## src/rtl/shu_pkg.sv

```systemverilog
package shu_pkg;

  typedef enum logic [1:0] {
    SHOP_LSL = 2'b00,
    SHOP_LSR = 2'b01,
    SHOP_ASR = 2'b10,
    SHOP_ROR = 2'b11
  } shu_op_e;

  // Amount classes after normalising immediate and register forms
  typedef enum logic [1:0] {
    AMT_NONE = 2'd0,  // no shift: value and carry held
    AMT_PART = 2'd1,  // 1 .. width-1 (or nonzero rotate remainder)
    AMT_FULL = 2'd2,  // exactly width (or rotate by whole multiple)
    AMT_OVER = 2'd3   // beyond width
  } shu_amt_cls_e;

  typedef enum logic [1:0] {
    FILL_ZERO = 2'd0,
    FILL_SIGN = 2'd1,
    FILL_WRAP = 2'd2
  } shu_fill_e;

endpackage

```

## src/rtl/shu_amount_decode.sv

```systemverilog
module shu_amount_decode
  import shu_pkg::*;
#(
  parameter int DATA_W = 32,
  parameter int RAMT_W = 8,
  parameter int SHF_W  = $clog2(DATA_W)
) (
  input  shu_op_e             op_i,
  input  logic                use_reg_i,
  input  logic [SHF_W-1:0]    imm_i,
  input  logic [RAMT_W-1:0]   reg_amt_i,
  output shu_amt_cls_e        cls_o,
  output logic [SHF_W-1:0]    sub_o
);

  localparam logic [RAMT_W-1:0] FULL_AMT = RAMT_W'(DATA_W);

  logic [RAMT_W-1:0] eff_amt;
  logic              imm_zero_right;

  always_comb begin
    imm_zero_right = (imm_i == '0) && ((op_i == SHOP_LSR) || (op_i == SHOP_ASR));
    if (use_reg_i) begin
      eff_amt = reg_amt_i;
    end else if (imm_zero_right) begin
      eff_amt = FULL_AMT;
    end else begin
      eff_amt = RAMT_W'(imm_i);
    end
  end

  always_comb begin
    sub_o = eff_amt[SHF_W-1:0];
    if (eff_amt == '0) begin
      cls_o = AMT_NONE;
    end else if (op_i == SHOP_ROR) begin
      cls_o = (eff_amt[SHF_W-1:0] != '0) ? AMT_PART : AMT_FULL;
    end else if (eff_amt < FULL_AMT) begin
      cls_o = AMT_PART;
    end else if (eff_amt == FULL_AMT) begin
      cls_o = AMT_FULL;
    end else begin
      cls_o = AMT_OVER;
    end
  end

endmodule

```

## src/rtl/shu_barrel.sv

```systemverilog
module shu_barrel
  import shu_pkg::*;
#(
  parameter int DATA_W = 32,
  parameter int SHF_W  = $clog2(DATA_W)
) (
  input  logic [DATA_W-1:0] data_i,
  input  logic [SHF_W-1:0]  amt_i,
  input  logic              rev_i,   // left shift via bit reversal
  input  shu_fill_e         fill_i,
  output logic [DATA_W-1:0] data_o
);

  logic [DATA_W-1:0] stg [SHF_W+1];
  logic [DATA_W-1:0] din_rev;
  logic [DATA_W-1:0] out_rev;
  logic              fill_bit;
  logic              wrap;

  assign fill_bit = (fill_i == FILL_SIGN) & data_i[DATA_W-1];
  assign wrap     = (fill_i == FILL_WRAP);

  for (genvar gi = 0; gi < DATA_W; gi++) begin : g_rev
    assign din_rev[gi] = data_i[DATA_W-1-gi];
    assign out_rev[gi] = stg[SHF_W][DATA_W-1-gi];
  end

  assign stg[0] = rev_i ? din_rev : data_i;

  // One right-shift stage per amount bit
  for (genvar gk = 0; gk < SHF_W; gk++) begin : g_stage
    localparam int STEP = 1 << gk;
    logic [DATA_W-1:0] moved;

    always_comb begin
      for (int i = 0; i < DATA_W; i++) begin
        if (i + STEP < DATA_W) begin
          moved[i] = stg[gk][SHF_W'((i + STEP) % DATA_W)];
        end else begin
          moved[i] = wrap ? stg[gk][SHF_W'((i + STEP) % DATA_W)] : fill_bit;
        end
      end
    end

    assign stg[gk+1] = amt_i[gk] ? moved : stg[gk];
  end

  assign data_o = rev_i ? out_rev : stg[SHF_W];

endmodule

```

## src/rtl/shu_flag_sel.sv

```systemverilog
module shu_flag_sel
  import shu_pkg::*;
#(
  parameter int DATA_W = 32,
  parameter int SHF_W  = $clog2(DATA_W)
) (
  input  shu_op_e           op_i,
  input  shu_amt_cls_e      cls_i,
  input  logic [SHF_W-1:0]  sub_i,
  input  logic [DATA_W-1:0] opnd_i,
  input  logic [DATA_W-1:0] shifted_i,
  input  logic              carry_i,
  output logic [DATA_W-1:0] result_o,
  output logic              carry_o,
  output logic              neg_o,
  output logic              zero_o
);

  logic [SHF_W-1:0]  lsl_idx;
  logic [SHF_W-1:0]  rsh_idx;
  logic              sign;
  logic [DATA_W-1:0] res;
  logic              cy;

  always_comb begin
    lsl_idx = SHF_W'(0) - sub_i;        // width - n
    rsh_idx = sub_i - SHF_W'(1);        // n - 1
    sign    = opnd_i[DATA_W-1];
    res     = opnd_i;
    cy      = carry_i;
    unique case (cls_i)
      AMT_NONE: begin
        res = opnd_i;
        cy  = carry_i;
      end
      AMT_PART: begin
        res = shifted_i;
        unique case (op_i)
          SHOP_LSL: cy = opnd_i[lsl_idx];
          SHOP_ROR: cy = shifted_i[DATA_W-1];
          default:  cy = opnd_i[rsh_idx];
        endcase
      end
      AMT_FULL: begin
        unique case (op_i)
          SHOP_LSL: begin res = '0;               cy = opnd_i[0]; end
          SHOP_LSR: begin res = '0;               cy = sign;      end
          SHOP_ASR: begin res = {DATA_W{sign}};   cy = sign;      end
          default:  begin res = opnd_i;           cy = sign;      end
        endcase
      end
      default: begin
        if (op_i == SHOP_ASR) begin
          res = {DATA_W{sign}};
          cy  = sign;
        end else begin
          res = '0;
          cy  = 1'b0;
        end
      end
    endcase
  end

  assign result_o = res;
  assign carry_o  = cy;
  assign neg_o    = res[DATA_W-1];
  assign zero_o   = ~|res;

endmodule

```

## src/rtl/shu_shift_unit.sv

```systemverilog
module shu_shift_unit
  import shu_pkg::*;
#(
  parameter int DATA_W = 32,
  parameter int RAMT_W = 8,
  localparam int SHF_W = $clog2(DATA_W)
) (
  input  logic [DATA_W-1:0] opnd_i,
  input  logic [1:0]        op_i,
  input  logic              use_reg_amt_i,
  input  logic [SHF_W-1:0]  imm_amt_i,
  input  logic [RAMT_W-1:0] reg_amt_i,
  input  logic              carry_i,
  output logic [DATA_W-1:0] result_o,
  output logic              carry_o,
  output logic              neg_o,
  output logic              zero_o
);

  shu_op_e           op;
  shu_amt_cls_e      cls;
  logic [SHF_W-1:0]  sub_amt;
  shu_fill_e         fill;
  logic              rev;
  logic [DATA_W-1:0] shifted;

  assign op  = shu_op_e'(op_i);
  assign rev = (op == SHOP_LSL);

  always_comb begin
    unique case (op)
      SHOP_ASR: fill = FILL_SIGN;
      SHOP_ROR: fill = FILL_WRAP;
      default:  fill = FILL_ZERO;
    endcase
  end

  shu_amount_decode #(
    .DATA_W (DATA_W),
    .RAMT_W (RAMT_W),
    .SHF_W  (SHF_W)
  ) u_amt (
    .op_i      (op),
    .use_reg_i (use_reg_amt_i),
    .imm_i     (imm_amt_i),
    .reg_amt_i (reg_amt_i),
    .cls_o     (cls),
    .sub_o     (sub_amt)
  );

  shu_barrel #(
    .DATA_W (DATA_W),
    .SHF_W  (SHF_W)
  ) u_bar (
    .data_i (opnd_i),
    .amt_i  (sub_amt),
    .rev_i  (rev),
    .fill_i (fill),
    .data_o (shifted)
  );

  shu_flag_sel #(
    .DATA_W (DATA_W),
    .SHF_W  (SHF_W)
  ) u_flg (
    .op_i      (op),
    .cls_i     (cls),
    .sub_i     (sub_amt),
    .opnd_i    (opnd_i),
    .shifted_i (shifted),
    .carry_i   (carry_i),
    .result_o  (result_o),
    .carry_o   (carry_o),
    .neg_o     (neg_o),
    .zero_o    (zero_o)
  );

endmodule

```

## config.mk

```make
export PLATFORM = sky130hd
export DESIGN_NAME = shu_shift_unit
export DESIGN_NICKNAME = d
export VERILOG_FILES = /design/src/rtl/shu_pkg.sv /design/src/rtl/shu_amount_decode.sv /design/src/rtl/shu_barrel.sv /design/src/rtl/shu_flag_sel.sv /design/src/rtl/shu_shift_unit.sv
export SDC_FILE = /design/constraint.sdc
export NUM_CORES = 1
export LEC_CHECK = 0
export BUFFER_PORTS_ARGS = -buffer_cell sky130_fd_sc_hd__buf_2
export CAP_MARGIN = 20
export CORE_MARGIN = 1
export CORE_UTILIZATION = 40
export DETAILED_ROUTE_END_ITERATION = 8
export PLACE_DENSITY_LB_ADDON = 0.3
export REMOVE_ABC_BUFFERS = 1
export SYNTH_ARGS = -nofsm -noshare
export SYNTH_HDL_FRONTEND = slang
export SYNTH_SLANG_ARGS = --single-unit
```

## constraint.sdc

```tcl
create_clock -name vclk -period 4.4
set_input_delay 0.88 -clock vclk [all_inputs]
set_output_delay 0.88 -clock vclk [all_outputs]
set_load 0.05 [all_outputs]
```

Word level (Yosys, flattened, before mapping)
Cells that the tools add are included.

operators by class
  add/subtract/negate cells = 2
  magnitude comparators = 3
  equality and inequality tests = 8
  muxes and demuxes = 57
  bitwise gates (word level) = 1
  reduce and logical (&&, ||, !) cells = 10

operator list
  cell                                                        number
  2-to-1 mux 32 bit                                           8
  one-hot mux 32 bit (3 select lines)                         1
  one-hot mux 32 bit (2 select lines)                         1
  2-to-1 mux 1 bit                                            36
  OR reduction 32 bit                                         1
  less-than comparator 5 x 6 -> 1 bit, second input constant  2
  binary-select mux 1 bit (select 5 bit)                      2
  == test 2 bit, second input constant                        4
  == test 8 x 6 -> 1 bit, second input constant               1
  zero test 8 bit                                             1
  less-than comparator 8 x 6 -> 1 bit, second input constant  1
  2-to-1 mux 2 bit                                            4
  2-to-1 mux 8 bit                                            1
  == test 2 x 1 -> 1 bit, second input constant               3
  2-to-1 mux 6 bit                                            1
  zero test 5 bit                                             1
  nonzero test 5 bit                                          1
  subtractor 1 x 5 -> 5 bit, first input constant             1
  subtractor 5 x 1 -> 5 bit, second input constant            1
  zero test 2 bit                                             2
  one-hot mux 2 bit (2 select lines)                          1
  one-hot mux 1 bit (3 select lines)                          1
  one-hot mux 1 bit (2 select lines)                          1
  OR reduction 2 bit                                          1
  4 further kinds                                             4

word-level totals
  register bits = 0
  input port bits = 49
  logic and storage cells = 81

Logic depth before layout (Yosys ltp)
  depth in word-level cells = 18
  gate-level depth with buffers = 15

Cells and area by module
From an unflattened synthesis, not the netlist that was laid out.

unflattened totals
  cell total of the unflattened synthesis = 513
  area, all modules = 4,091.4 um2

modules (own cells, without submodules)
  module             times used  cells an instance  area an instance (um2)  seq. area each (um2)
  shu_barrel         1           325                2,443.6                 0.0
  shu_flag_sel       1           167                1,456.4                 0.0
  shu_amount_decode  1           18                 171.4                   0.0
  shu_shift_unit     1           3                  20.0                    0.0

Worst setup path before layout
No wires, ideal clock.

  path kind = input-to-output
  start = input port use_reg_amt_i
  end = output port zero_o
  arrival = 5,358 ps
  data required time = 3,520 ps
  slack = -1,838 ps
  stages on the path = 13
  path through = buf_6 buf_2 or3b_2 a21oi_1 ha_1 nor2_1 o2bb2ai_2 nor3_1 a32oi_1 o211ai_1 nor4b_1 nand4_1 nor4_1

between the ends
  cells in the longest elaborated chain, start to end = 11
  elaborated cells between the ends (all ways) = 51
  classes of those cells = order compare: 1; eq/ne: 3; mux: 42; reduce/logical: 5

RTL lines
  element                                                                      line                     source
  start, declared                                                              shu_shift_unit.sv:10     input logic use_reg_amt_i,
  2-to-1 mux 8 bit (*)                                                         shu_amount_decode.sv:23  if (use_reg_i) begin
  branches (longest 7 deep; another with less-than comparator 8 x 6 -> 1 bit)  --
  one-hot mux 32 bit (3 select lines) (*)                                      shu_flag_sel.sv:31       unique case (cls_i)
  named net result_o[15]                                                       shu_shift_unit.sv:14     output logic [DATA_W-1:0] result_o,
  OR reduction 32 bit (*)                                                      shu_flag_sel.sv:67       assign zero_o = ~|res;
  zero test 1 bit (*)                                                          shu_flag_sel.sv:67
  end, declared                                                                shu_shift_unit.sv:17     output logic zero_o

Mark *: on every way through the listed nets, which the timed path passes. The select of a mux whose other input is x is not followed.

Worst setup path after layout
  start = input port use_reg_amt_i
  end = output port zero_o

between the ends
  cells in the longest elaborated chain, start to end = 11
  elaborated cells between the ends (all ways) = 51
  classes of those cells = order compare: 1; eq/ne: 3; mux: 42; reduce/logical: 5

RTL lines
  element                                                                      line
  2-to-1 mux 8 bit (*)                                                         shu_amount_decode.sv:23
  branches (longest 7 deep; another with less-than comparator 8 x 6 -> 1 bit)  --
  one-hot mux 32 bit (3 select lines) (*)                                      shu_flag_sel.sv:31
  OR reduction 32 bit (*)                                                      shu_flag_sel.sv:67
  zero test 1 bit (*)                                                          shu_flag_sel.sv:67

Mark *: on every way between the ends. The select of a mux whose other input is x is not followed.

==> impl_metrics.env <==
export IMPL_ios=84
export IMPL_place_detailed_hpwl_mm=18.8
export IMPL_ctsHoldBuffers=0
export IMPL_syn_area_per_cell_um2=6.63
export IMPL_cellLeakagePower_nw=3.43
export IMPL_detail_route_antenna_nets=0
export IMPL_grt_overflow=0
export IMPL_grtUsageTotal=0.508
export IMPL_initialDrtViolationCount=1237
export IMPL_core_um2=8810
export IMPL_ys_types=69
export IMPL_mostFrequentLayoutCells="buf_4, nand2_1, buf_6"
export IMPL_power_density_nw_per_um2=173
export IMPL_final_common_cell="buf_4"
export IMPL_seq_area_um2=0
export IMPL_multi_input_area_um2=4410
export IMPL_ys_seq_area_frac=0
export IMPL_cap_viol_max_count=0
export IMPL_port_buffers=84
export IMPL_cp_data_required_time_ns=3.52
export IMPL_crit_path_start_kind="input pin"
export IMPL_wl_per_cell_um=28.8
export IMPL_drive_gt1_frac=0.604
export IMPL_slew_headroom=0.377
export IMPL_vias=7364
export IMPL_drtPass1Iterations=9
export IMPL_violations="design-rule violations, negative setup slack"
export IMPL_whs_ns=2.33
export IMPL_seq_cell_count=0
export IMPL_peakVddDrop_mv=0.131
export IMPL_grt_max_degree=26
export IMPL_die_h_um=97.9
export IMPL_grt_pass1_wl_mm=37.6
export IMPL_finalCoreUtilization=0.879
export IMPL_hold_viol=0
export IMPL_crit_arrival_ns=4.21
export IMPL_worstSetupPathType="input pin to output pin"
export IMPL_worstMarginPinSlew_ns=0.931
export IMPL_drt_wl_total_mm=28.6
export IMPL_setup_viol=34
export IMPL_diodes=0
export IMPL_syn_inst=555
export IMPL_worst_setup_path_end_kind="output pin"
export IMPL_drv_slew=0
export IMPL_max_freq_mhz=196
export IMPL_initial_core_util=0.418
export IMPL_num_fill_cells=467
export IMPL_worst_path_max_fanout=7
export IMPL_dieArea_um2=9590
export IMPL_status="finished, violations left"
export IMPL_clkbuf_count=0
export IMPL_post_route_drc_count=9
export IMPL_die_x_um=97.9
export IMPL_period_needed_ns=5.09
export IMPL_place_area_um2=5910
export IMPL_nNetsFinal=940
export IMPL_first_global_vias=6488
export IMPL_yosysWarnings=0
export IMPL_period_share=1.16
export IMPL_antenna_found_initial=0
export IMPL_rows=34
export IMPL_design_area_um2=7740
export IMPL_rsz0062_at_grt="true"
export IMPL_viasPerCell=7.42
export IMPL_syn_to_final_growth_pct=110
export IMPL_syn_area_um2=3680
export IMPL_gp_congestion=1.12
export IMPL_setup_slack_ns=-0.692
export IMPL_hold_path_class="input pin to output pin"
[cell usage after synthesis, drive strengths merged (3+ instances only)]
cell type  count  area share
o21ai         32       0.044
a21o           4      0.0082
clkbuf        23       0.023
nor4           5       0.010
and2           3      0.0051
nand3         17       0.023
o31ai          9       0.020
a32oi          5       0.012
a221oi        14       0.035
buf           20       0.030
o31a           3      0.0071
nor4b          5       0.014
a211oi        15       0.032
o22ai          5      0.0085
a221o          5       0.014
a21oi         46       0.063
nand4          7       0.012
o211ai        13       0.027
a31oi         11       0.019
a211o          3      0.0071
mux2i         59        0.16
o221ai         4      0.0095
mux2          11       0.035
ha             5       0.017
or3            3      0.0051
nor3          20       0.029
mux4           9       0.055
nor2          39       0.040
a22oi         17       0.035
nand2b         6       0.010
nand2         90       0.092
inv           12       0.012
[per-layer routing]
layer | global-route usage | up-vias | part of all wire
met5 | 0 | - | 0.0019
met4 | 0.340 | 2 | 0.11
met3 | 0.132 | 341 | 0.15
met2 | 0.809 | 834 | 0.41
met1 | 0.602 | 3320 | 0.32
li1 | - | 2867 | -
[cells by family (layout without fill, tap and decap cells)]
kind of cell,after synthesis,count (layout),synth area share
fa+ha+maj,6,6,0.0197
simple gates,203,203,0.258
mux,79,79,0.251
buf+inv,55,384,0.0659
compound gates,212,212,0.406
[final cells by class]
cell class	instances	area share
multi-input combinational	500	0.569
inverter	12	0.00646
timing repair buffer	372	0.407
tap	108	0.0175
[power by group]
part	total, W	switching (W)	internal [W]
Clock	0	0	0
Combinational	0.00134	0.000762	0.000577
Sequential	0	0	0
[final timing paths]
| check | startpoint | to | cells past startpoint |
|---|---|---|---|
| max | use_reg_amt_i | zero_o | 13 |
| min | opnd_i[30] | result_o[30] | 5 |
[worst max-delay path: stages]
cell and delay (ns):
buf_12 0.11, buf_4 0.16, nor4b_2 0.18, o211ai_1 0.74
o41a_1 0.31, o21ai_0 0.14, a221oi_1 0.29, buf_4 0.19
nand4_1 0.12, nor4_2 0.33, nand4_1 0.18, nor4_1 0.31
buf_4 0.25
[stage by stage]
stage / cells / total power, W / TNS (ns) / worst slack, ns
final: 992 / 0.00134 / -6.89 / -0.692
after global routing: 992 / 0.00136 / -9.65 / -0.926
after floorplan: 512 / 0.000490 / -51.54 / -3.33
after global placement: 944 / 0.000960 / -7.12 / -0.742
after CTS: 964 / 0.00108 / -2.13 / -0.332
after detailed placement: 944 / 0.000970 / -8.05 / -0.738
[what timing repair did]
| action | CTS | global route |
|---|---|---|
| resized for setup | 147 | 179 |
| setup endpoints to repair | 35 | 34 |
| pin swaps | 25 | 42 |
| buffers inserted | 21 | 39 |
| gates cloned | 1 | 1 |
No activity file was read; power rests on OpenSTA's default activity.
